## src/rtl/cfg_loader_pkg.sv

```systemverilog
package cfg_loader_pkg;

    typedef enum logic [3:0] {
        ST_IDLE,
        ST_RST_HOLD,
        ST_RST_CHECK,
        ST_HOUSEKEEP,
        ST_CS_GAP,
        ST_LOAD,
        ST_SHIFT,
        ST_CHECK_DONE,
        ST_ACT_LOAD,
        ST_ACT_SHIFT,
        ST_COMPLETE,
        ST_ERR_RST,
        ST_ERR_NDONE,
        ST_ERR_UNSUP
    } ldr_state_e;

    typedef enum logic [1:0] {
        ERR_NONE        = 2'd0,
        ERR_RESET       = 2'd1,
        ERR_NOT_DONE    = 2'd2,
        ERR_UNSUPPORTED = 2'd3
    } ldr_err_e;

endpackage

```

## src/rtl/cfg_interval_timer.sv

```systemverilog
module cfg_interval_timer #(
    parameter int W = 8
) (
    input  logic         clk,
    input  logic         rst_n,
    input  logic         load_i,
    input  logic [W-1:0] val_i,
    output logic         expired_o
);
    logic [W-1:0] cnt_q;

    always_ff @(posedge clk) begin
        if (!rst_n) begin
            cnt_q <= '0;
        end else if (load_i) begin
            cnt_q <= val_i;
        end else if (cnt_q != '0) begin
            cnt_q <= cnt_q - 1'b1;
        end
    end

    assign expired_o = (cnt_q == '0);
endmodule

```

## src/rtl/spi_byte_tx.sv

```systemverilog
module spi_byte_tx #(
    parameter int SCK_DIV = 2
) (
    input  logic       clk,
    input  logic       rst_n,
    input  logic       go_i,
    input  logic [7:0] byte_i,
    output logic       sck_o,
    output logic       mosi_o,
    output logic       busy_o,
    output logic       done_o
);
    localparam int DW = (SCK_DIV > 1) ? $clog2(SCK_DIV) : 1;
    localparam logic [DW-1:0] DIV_LAST = DW'(SCK_DIV - 1);

    logic [7:0]    sr_q;
    logic [2:0]    bit_q;
    logic [DW-1:0] div_q;
    logic          sck_q;
    logic          busy_q;
    logic          done_q;

    always_ff @(posedge clk) begin
        if (!rst_n) begin
            sr_q   <= '0;
            bit_q  <= '0;
            div_q  <= '0;
            sck_q  <= 1'b0;
            busy_q <= 1'b0;
            done_q <= 1'b0;
        end else begin
            done_q <= 1'b0;
            if (!busy_q) begin
                if (go_i) begin
                    sr_q   <= byte_i;
                    bit_q  <= '0;
                    div_q  <= '0;
                    sck_q  <= 1'b0;
                    busy_q <= 1'b1;
                end
            end else if (div_q == DIV_LAST) begin
                div_q <= '0;
                sck_q <= ~sck_q;
                if (sck_q) begin
                    // falling edge: present the next bit
                    sr_q  <= {sr_q[6:0], 1'b0};
                    bit_q <= bit_q + 3'd1;
                    if (bit_q == 3'd7) begin
                        busy_q <= 1'b0;
                        done_q <= 1'b1;
                    end
                end
            end else begin
                div_q <= div_q + 1'b1;
            end
        end
    end

    assign sck_o  = sck_q;
    assign mosi_o = sr_q[7];
    assign busy_o = busy_q;
    assign done_o = done_q;
endmodule

```

## src/rtl/fpga_cfg_loader.sv

```systemverilog
module fpga_cfg_loader
    import cfg_loader_pkg::*;
#(
    parameter int CLK_HZ      = 100_000_000,
    parameter int SCK_DIV     = 2,
    parameter int RST_US      = 1,
    parameter int HK_US       = 1200,
    parameter int ACT_CLKS    = 49
) (
    input  logic       clk,
    input  logic       rst_n,
    input  logic       start_i,
    input  logic       partial_i,
    input  logic [7:0] in_data_i,
    input  logic       in_valid_i,
    input  logic       in_last_i,
    output logic       in_ready_o,
    output logic       cfg_rst_n_o,
    output logic       cfg_cs_n_o,
    output logic       cfg_sck_o,
    output logic       cfg_mosi_o,
    input  logic       cfg_done_i,
    output logic       busy_o,
    output logic       done_o,
    output logic       err_o,
    output logic [1:0] err_code_o
);
    localparam int CYC_PER_US = (CLK_HZ + 999_999) / 1_000_000;
    localparam int RST_CYC    = CYC_PER_US * RST_US;
    localparam int HK_CYC     = CYC_PER_US * HK_US;
    localparam int GAP_CYC    = 2 * SCK_DIV;
    localparam int TW         = $clog2(HK_CYC + 1);
    localparam int ACT_BYTES  = (ACT_CLKS + 7) / 8;
    localparam int AW         = $clog2(ACT_BYTES + 1);
    localparam int SCK_HZ     = CLK_HZ / (2 * SCK_DIV);

    generate
        if (SCK_HZ < 1_000_000 || SCK_HZ > 25_000_000) begin : g_bad_sck
            $error("SCLK rate outside 1..25 MHz for this CLK_HZ and SCK_DIV");
        end
    endgenerate

    ldr_state_e    state_q, nxt;
    ldr_err_e      code_q;
    logic          last_q;
    logic [AW-1:0] act_q;

    logic          tmr_load, tmr_exp;
    logic [TW-1:0] tmr_val;
    logic          tx_go, tx_busy, tx_done;
    logic [7:0]    tx_byte;

    cfg_interval_timer #(.W(TW)) u_tmr (
        .clk       (clk),
        .rst_n     (rst_n),
        .load_i    (tmr_load),
        .val_i     (tmr_val),
        .expired_o (tmr_exp)
    );

    spi_byte_tx #(.SCK_DIV(SCK_DIV)) u_tx (
        .clk    (clk),
        .rst_n  (rst_n),
        .go_i   (tx_go),
        .byte_i (tx_byte),
        .sck_o  (cfg_sck_o),
        .mosi_o (cfg_mosi_o),
        .busy_o (tx_busy),
        .done_o (tx_done)
    );

    // next-state logic
    always_comb begin
        nxt = state_q;
        unique case (state_q)
            ST_IDLE:       if (start_i) nxt = partial_i ? ST_ERR_UNSUP : ST_RST_HOLD;
            ST_RST_HOLD:   if (tmr_exp) nxt = ST_RST_CHECK;
            ST_RST_CHECK:  nxt = cfg_done_i ? ST_ERR_RST : ST_HOUSEKEEP;
            ST_HOUSEKEEP:  if (tmr_exp) nxt = ST_CS_GAP;
            ST_CS_GAP:     if (tmr_exp) nxt = ST_LOAD;
            ST_LOAD:       if (in_valid_i) nxt = ST_SHIFT;
            ST_SHIFT:      if (tx_done) nxt = last_q ? ST_CHECK_DONE : ST_LOAD;
            ST_CHECK_DONE: nxt = cfg_done_i ? ST_ACT_LOAD : ST_ERR_NDONE;
            ST_ACT_LOAD:   nxt = ST_ACT_SHIFT;
            ST_ACT_SHIFT:  if (tx_done) nxt = (act_q == AW'(1)) ? ST_COMPLETE : ST_ACT_LOAD;
            ST_COMPLETE, ST_ERR_RST, ST_ERR_NDONE, ST_ERR_UNSUP: nxt = ST_IDLE;
            default:       nxt = ST_IDLE;
        endcase
    end

    // state register
    always_ff @(posedge clk) begin
        if (!rst_n) begin
            state_q <= ST_IDLE;
            code_q  <= ERR_NONE;
            last_q  <= 1'b0;
            act_q   <= '0;
        end else begin
            state_q <= nxt;
            if (state_q == ST_IDLE && start_i)
                code_q <= partial_i ? ERR_UNSUPPORTED : ERR_NONE;
            if (state_q == ST_RST_CHECK && cfg_done_i)
                code_q <= ERR_RESET;
            if (state_q == ST_CHECK_DONE && !cfg_done_i)
                code_q <= ERR_NOT_DONE;
            if (state_q == ST_LOAD && in_valid_i)
                last_q <= in_last_i;
            if (state_q == ST_CHECK_DONE)
                act_q <= AW'(ACT_BYTES);
            else if (state_q == ST_ACT_SHIFT && tx_done)
                act_q <= act_q - 1'b1;
        end
    end

    // outputs and datapath controls
    always_comb begin
        cfg_cs_n_o  = 1'b1;
        cfg_rst_n_o = 1'b1;
        in_ready_o  = 1'b0;
        done_o      = 1'b0;
        err_o       = 1'b0;
        tx_go       = 1'b0;
        tx_byte     = 8'h00;
        unique case (state_q)
            ST_RST_HOLD: begin
                cfg_cs_n_o  = 1'b0;
                cfg_rst_n_o = 1'b0;
            end
            ST_RST_CHECK, ST_HOUSEKEEP, ST_SHIFT, ST_CHECK_DONE, ST_ACT_SHIFT:
                cfg_cs_n_o = 1'b0;
            ST_LOAD: begin
                cfg_cs_n_o = 1'b0;
                in_ready_o = ~tx_busy;
                tx_go      = in_valid_i;
                tx_byte    = in_data_i;
            end
            ST_ACT_LOAD: begin
                cfg_cs_n_o = 1'b0;
                tx_go      = 1'b1;
            end
            ST_COMPLETE: done_o = 1'b1;
            ST_ERR_RST, ST_ERR_NDONE, ST_ERR_UNSUP: err_o = 1'b1;
            default: ;
        endcase

        tmr_load = (nxt != state_q) &&
                   (nxt == ST_RST_HOLD || nxt == ST_HOUSEKEEP || nxt == ST_CS_GAP);
        if (nxt == ST_RST_HOLD)       tmr_val = TW'(RST_CYC - 1);
        else if (nxt == ST_HOUSEKEEP) tmr_val = TW'(HK_CYC - 1);
        else                          tmr_val = TW'(GAP_CYC - 1);
    end

    assign busy_o     = (state_q != ST_IDLE);
    assign err_code_o = code_q;
endmodule

```

## config.mk

```make
export PLATFORM = sky130hd
export DESIGN_NAME = fpga_cfg_loader
export DESIGN_NICKNAME = d
export VERILOG_FILES = /design/src/rtl/cfg_loader_pkg.sv /design/src/rtl/cfg_interval_timer.sv /design/src/rtl/spi_byte_tx.sv /design/src/rtl/fpga_cfg_loader.sv
export SDC_FILE = /design/constraint.sdc
export NUM_CORES = 1
export LEC_CHECK = 0
export BUFFER_PORTS_ARGS = -buffer_cell sky130_fd_sc_hd__buf_4
export CORE_ASPECT_RATIO = 1.4
export CORE_MARGIN = 5
export CORE_UTILIZATION = 52
export CTS_BUF_LIST = sky130_fd_sc_hd__clkbuf_2
export CTS_CLUSTER_DIAMETER = 200
export CTS_CLUSTER_SIZE = 20
export DETAILED_ROUTE_END_ITERATION = 8
export PLACE_DENSITY = 0.81
export SLEW_MARGIN = 15
export SYNTH_ARGS = -nofsm -noshare
export SYNTH_HDL_FRONTEND = slang
export SYNTH_SLANG_ARGS = --single-unit
export TNS_END_PERCENT = 10
```

## constraint.sdc

```tcl
create_clock -name clk -period 6.7 [get_ports clk]
set_input_delay 1.005 -clock clk [delete_from_list [all_inputs] [get_ports clk]]
set_output_delay 1.005 -clock clk [all_outputs]
set_load 0.005 [all_outputs]
```

* Word level (Yosys, flattened, before mapping) *
Index checks and enable logic that the tools add are counted.
W data, S select, Z words.

word-level totals
  word-level logic and storage cells = 113
  flip-flop bits (word level) = 42
  bits of input ports = 15

cells by class
  reductions and logical operators = 24
  mux-type cells = 49
  bitwise logic cells = 3
  equality and inequality tests = 21
  $add $sub $neg = 4

operators by type and width
  cell                     count
  $mux W17                 4
  $mux W8                  5
  $pmux W4 S10             1
  $mux W4                  9
  $eq A4 B4 Y1 const B     6
  $mux W3                  7
  $eq A4 B3 Y1 const B     5
  $logic_not A17 Y1        1
  $reduce_bool A17 Y1      1
  $sub A17 B1 Y17 const B  1
  $mux W1                  16
  $eq A4 B2 Y1 const B     3
  $mux W2                  6
  $eq A4 B1 Y1 const B     2
  $reduce_bool A2 Y1       4
  $reduce_or A8 Y1         1
  $logic_and A1 B1 Y1      6
  $logic_not A4 Y1         1
  $ne A2 B1 Y1 const B     2
  $ne A4 B4 Y1             1
  $reduce_and A4 Y1        1
  $reduce_bool A4 Y1       1
  $add A3 B1 Y3 const B    1
  $eq A3 B1 Y1 const B     1
  other kinds (12)         15

* Logic depth before layout (Yosys ltp) *
  depth in word-level cells = 9
  gate-level depth with buffers = 10

* Cells and area by module *
A second synthesis with hierarchy kept.

second synthesis, totals
  cells, all modules = 299
  area, all modules = 2474.9 um^2

by module, submodules not included
  module              area an instance (um^2)  cells an instance  instances  seq. area each (um^2)
  cfg_interval_timer  919.6                    111                1          340.3
  fpga_cfg_loader     884.6                    119                1          200.2
  spi_byte_tx         670.6                    69                 1          300.3

* Worst setup path before layout *
OpenSTA, ideal clock, no wires.

  kind = input -> register
  start = input port in_valid_i
  end = register u_tmr.cnt_q[7]
  arrival time = 2.295 ns
  path buffers = 2
  required time = 6.612 ns
  setup slack = 4.317 ns
  stages on the path = 8
  cell sequence = nor4bb_1 > a31oi_1 > o221ai_1 > or3_4 > and3_1 > buf_6 > buf_6 > o31ai_1

on the way
  word-level cells in the longest chain between the ends = 7
  elaborated cells on any way between the ends = 13

RTL lines
  what                                            RTL line                                                                source
  start: declaration                              fpga_cfg_loader.sv:15                                                   input logic in_valid_i,
  $mux W4 (*)                                     fpga_cfg_loader.sv:81                                                   ST_LOAD: if (in_valid_i) nxt = ST_SHIFT;
  $pmux W4 S10 (*)                                fpga_cfg_loader.sv:75                                                   unique case (state_q)
  $eq A4 B1 Y1 or $eq A4 B2 Y1 (tied branches)    fpga_cfg_loader.sv:147, fpga_cfg_loader.sv:148, fpga_cfg_loader.sv:149
  $logic_or A1 B1 Y1 (2 in series)                fpga_cfg_loader.sv:147                                                  (nxt == ST_RST_HOLD || nxt == ST_HOUSEKEEP || nxt == ST_CS_GAP);
  $logic_and A1 B1 Y1                             fpga_cfg_loader.sv:146                                                  tmr_load = (nxt != state_q) &&
  $mux W17 or $reduce_bool A2 Y1 (tied branches)  n/a
  end signal: assignment                          cfg_interval_timer.sv:16                                                cnt_q <= val_i;
  end signal: assignment                          cfg_interval_timer.sv:18                                                cnt_q <= cnt_q - 1'b1;
  end: declaration                                cfg_interval_timer.sv:10                                                logic [W-1:0] cnt_q;

Mark *: on every way between the ends. The rest lies on a longest branch, timed or not.
A chain may end at the register's enable or synchronous reset.

* Final worst setup path *
  start = register state_q[1]
  end = register u_tmr.cnt_q[6]

on the way
  word-level cells in the longest chain between the ends = 7
  elaborated cells on any way between the ends = 28

RTL lines
  what                                            RTL line                                        source
  start: declaration                              fpga_cfg_loader.sv:43                           ldr_state_e state_q, nxt;
  start signal: assignment                        fpga_cfg_loader.sv:99                           state_q <= nxt;
  $eq A4 B4 Y1 (tied with other cells)            fpga_cfg_loader.sv:75
  $pmux W4 S10                                    fpga_cfg_loader.sv:75
  $eq A4 B1 Y1 or $eq A4 B2 Y1 (tied branches)    fpga_cfg_loader.sv:147, fpga_cfg_loader.sv:148
  $logic_or A1 B1 Y1 (2 in series)                fpga_cfg_loader.sv:147
  $logic_and A1 B1 Y1                             fpga_cfg_loader.sv:146
  $mux W17 or $reduce_bool A2 Y1 (tied branches)  n/a

Parallel ways exist; a longest one is shown, timed or not.

==> impl_metrics.yaml <==
cts:
  cts_buffer_depth: 2
  hold_buffers: 0
  postCtsSetupRepairBufs: 0
  clock_latency_ps: 400
  clockRootBuffer: "clkbuf_2"
  cts_resized: 0
  cts_tree: "yes"
  path_clk_slew_ps: 220
  clock-sinks: 42
  h-tree-depth: 2
  numCtsBuffers: 5
global_routing:
  grt_antenna_before_repair: 0
  grt-ovfl-total: 0
  grt_max_degree: 25
  grt_pass1_wl_um: 8770
  grtUsageTotal_pct: 18.0
  first_global_vias: 1985
route:
  met2WireLength_um: 2620
  wl_per_cell_um: 13.9
  wl_um: 5030
  met1Wirelength_um: 2170
  viasPerCell: 5.75
  antenna_left: 0
  drtPass1Iterations: 4
  drc: 0
  wl_met3_um: 171
  dr_total_vias: 2074
  first_iter_violations: 126
  top_layer: "met4"
power:
  ir_drop_uv: 196
  p_leak_uw: 0.000959
  totalPowerFinal_uw: 1050
  p_per_area_nw_per_um2: 403
hold_path:
  hp-class: "reg2reg"
  hold_depth: 2
  holdCritStartpoint: "u_tx.bit_q[1]$_SDFFE_PN0P_"
  holdPathEnd: "u_tx.bit_q[1]$_SDFFE_PN0P_"
place:
  dp_cells: 353
  gp_congestion: 0.859
  pre_cts_slack_ps: 3810
  portBuffers: 24
  dpl.hpwl_um: 3610
timing:
  period_share_pct: 43.7
  fin_crit_ps: 2930
  hold_ws_ps: 489
  fin_ws_ps: 3770
  setup_violations: 0
  rsz0062_at_grt: "no"
  slew_violations: 0
  slew_headroom_pct: 41.7
  worst_pin_slew_ps: 868
  clock_skew_ps: 18.5
  fin_tns_setup_ps: 0
  final_hold_viol_count: 0
  clock.fmax_ghz: 0.342
synth:
  yosys.area.top_type: "dfxtp_1"
  async_reset_ff_share_pct: 0
  synth_area_leaders: "dfxtp_1, a21oi_1, nor2_1, nand2_1, o31ai_1"
  synth_fp_nets: 304
  yosysWarnings: 0
  synthCells: 283
  synth_edf_count: 0
  synth_top_area_share_pct: 35.5
  synth_top_flop_cell: "dfxtp_1"
  syn_area_per_cell_um2: 8.36
  synth_area_um2: 2370
  ys_seq_elements: 42
  ys_types: 49
  seq_area_frac_synth_pct: 35.5
final_layout:
  nFillCells: 431
  final_common_cell: "dfxtp_1"
  syn2layout_area_growth_pct: 9.51
  stdcell_count: 361
  layout_common_cells: "dfxtp_1, nor2_1, buf_4, nand2_1, a21oi_1"
  drive_gt1_share_pct: 13.7
  n_antenna_cell: 0
  layout.nets: 319
run_status:
  status: "finished, final reports clean"
die:
  die_area_um2: 6020
  die_y_um: 89.8
  io_pins: 25
  rows: 29
  die_w_um: 67.0
  core_area_um2: 4460
  start_util_pct: 53.0
critical_path:
  reg2reg_from: "state_q[1]$_SDFF_PN0_"
  r2r_setup_slack_ps: 3770
  cp-end-kind: "flip-flop"
  reg2reg_to: "u_tmr.cnt_q[6]$_SDFFE_PN0P_"
  cp_data_required_time_ps: 7060
  worstPathArrival_ps: 3290
  startpoint_type: "flip-flop"
  worst-setup-path-type: "reg2reg"
  cp_max_fo: 17
  r2r_cells: 6
job:
  maxCapViolCount: 0
## per-stage QoR
| step | utilization (%) | area (um2) |
|---|---|---|
| 6_report | 58.1 | 2590 |
| 5_1_grt | 58.1 | 2590 |
| 4_1_cts | 58.1 | 2590 |
| 3_5_place_dp | 57.1 | 2550 |
| 3_3_place_gp | 57.1 | 2550 |
| 2_1_floorplan | - | 2370 |
## metal layers
layer	up-vias	global-route usage, %
met5	-	0
met4	0	6.26
li1	1059	-
met1	974	21.7
met3	4	4.11
met2	37	30.4
## state kept, by name (all words and copies together) (netlist names)
register / flops
u_tmr.cnt_q: 17
u_tx.busy_o: 1
last_q: 1
u_tx.bit_q: 3
err_code_o: 2
act_q: 3
u_tx.div_q: 1
u_tx.sr_q: 8
state_q: 4
u_tx.sck_o: 1
u_tx.done_o: 1
## area by class of cell
class / count / area [um2] / area share, %
Multi-Input combinational cell: 217 / 1420 / 54.6
Sequential cell: 42 / 841 / 32.4
Timing Repair Buffer: 25 / 188 / 7.24
Tap cell: 62 / 77.6 / 2.99
Clock buffer: 6 / 30.0 / 1.16
Inverter: 7 / 26.3 / 1.01
Clock inverter: 2 / 13.8 / 0.531
## critical path, stage by stage (launching register included)
cell and delay [ps]:
dfxtp_1 710, nor2b_1 560, nand3_1 170, and4b_1 250, o221ai_1 250, and3_1 650
o221a_1 280
## power breakdown
part / switching [uW] / leakage [uW] / internal [uW]
Clock: 84.1 / 0.0000330 / 27.5
Combinational: 277 / 0.000583 / 244
Sequential: 99.2 / 0.000343 / 314
## cell families (layout without fill, tap and decap cells)
kind of cell,count (synthesis),count (layout),synth area share (%)
AOI/OAI and AO/OA,68,68,18.9
xor gates and xnor gates,15,15,5.55
adders and majority gates,6,6,3.17
buffers and inverters,24,40,4.65
DFF,42,42,35.5
muxes,3,3,1.32
and+or+nand+nor,125,125,30.9
## cells in the mapped netlist (all sizes together) (6+ instances only)
library cell / number
nand4: 6
buf: 8
nor4: 11
xnor2: 9
nand2: 23
nand3: 12
nor2b: 9
dfxtp: 42
nor2: 28
and3: 6
nand2b: 8
o31ai: 11
inv: 7
o21ai: 7
a21oi: 23
clkbuf: 9
xor2: 6
nor3: 7
ha: 6
a211oi: 8
## how the worst max path moves through the flow
stage | from | slack, ps | endpoint | cells after the start
after floorplan | in_valid_i | 4320 | u_tmr.cnt_q[7]$_SDFFE_PN0P_ | 8
final | state_q[1]$_SDFF_PN0_ | 3770 | u_tmr.cnt_q[6]$_SDFFE_PN0P_ | 6
after detailed placement | partial_i | 3810 | u_tmr.cnt_q[6]$_SDFFE_PN0P_ | 7
after global placement | partial_i | 3900 | u_tmr.cnt_q[6]$_SDFFE_PN0P_ | 7
after CTS | state_q[0]$_SDFF_PN0_ | 3760 | err_o | 4
after global routing | state_q[0]$_SDFF_PN0_ | 3570 | err_o | 4
No activity file was read; power rests on OpenSTA's default activity.
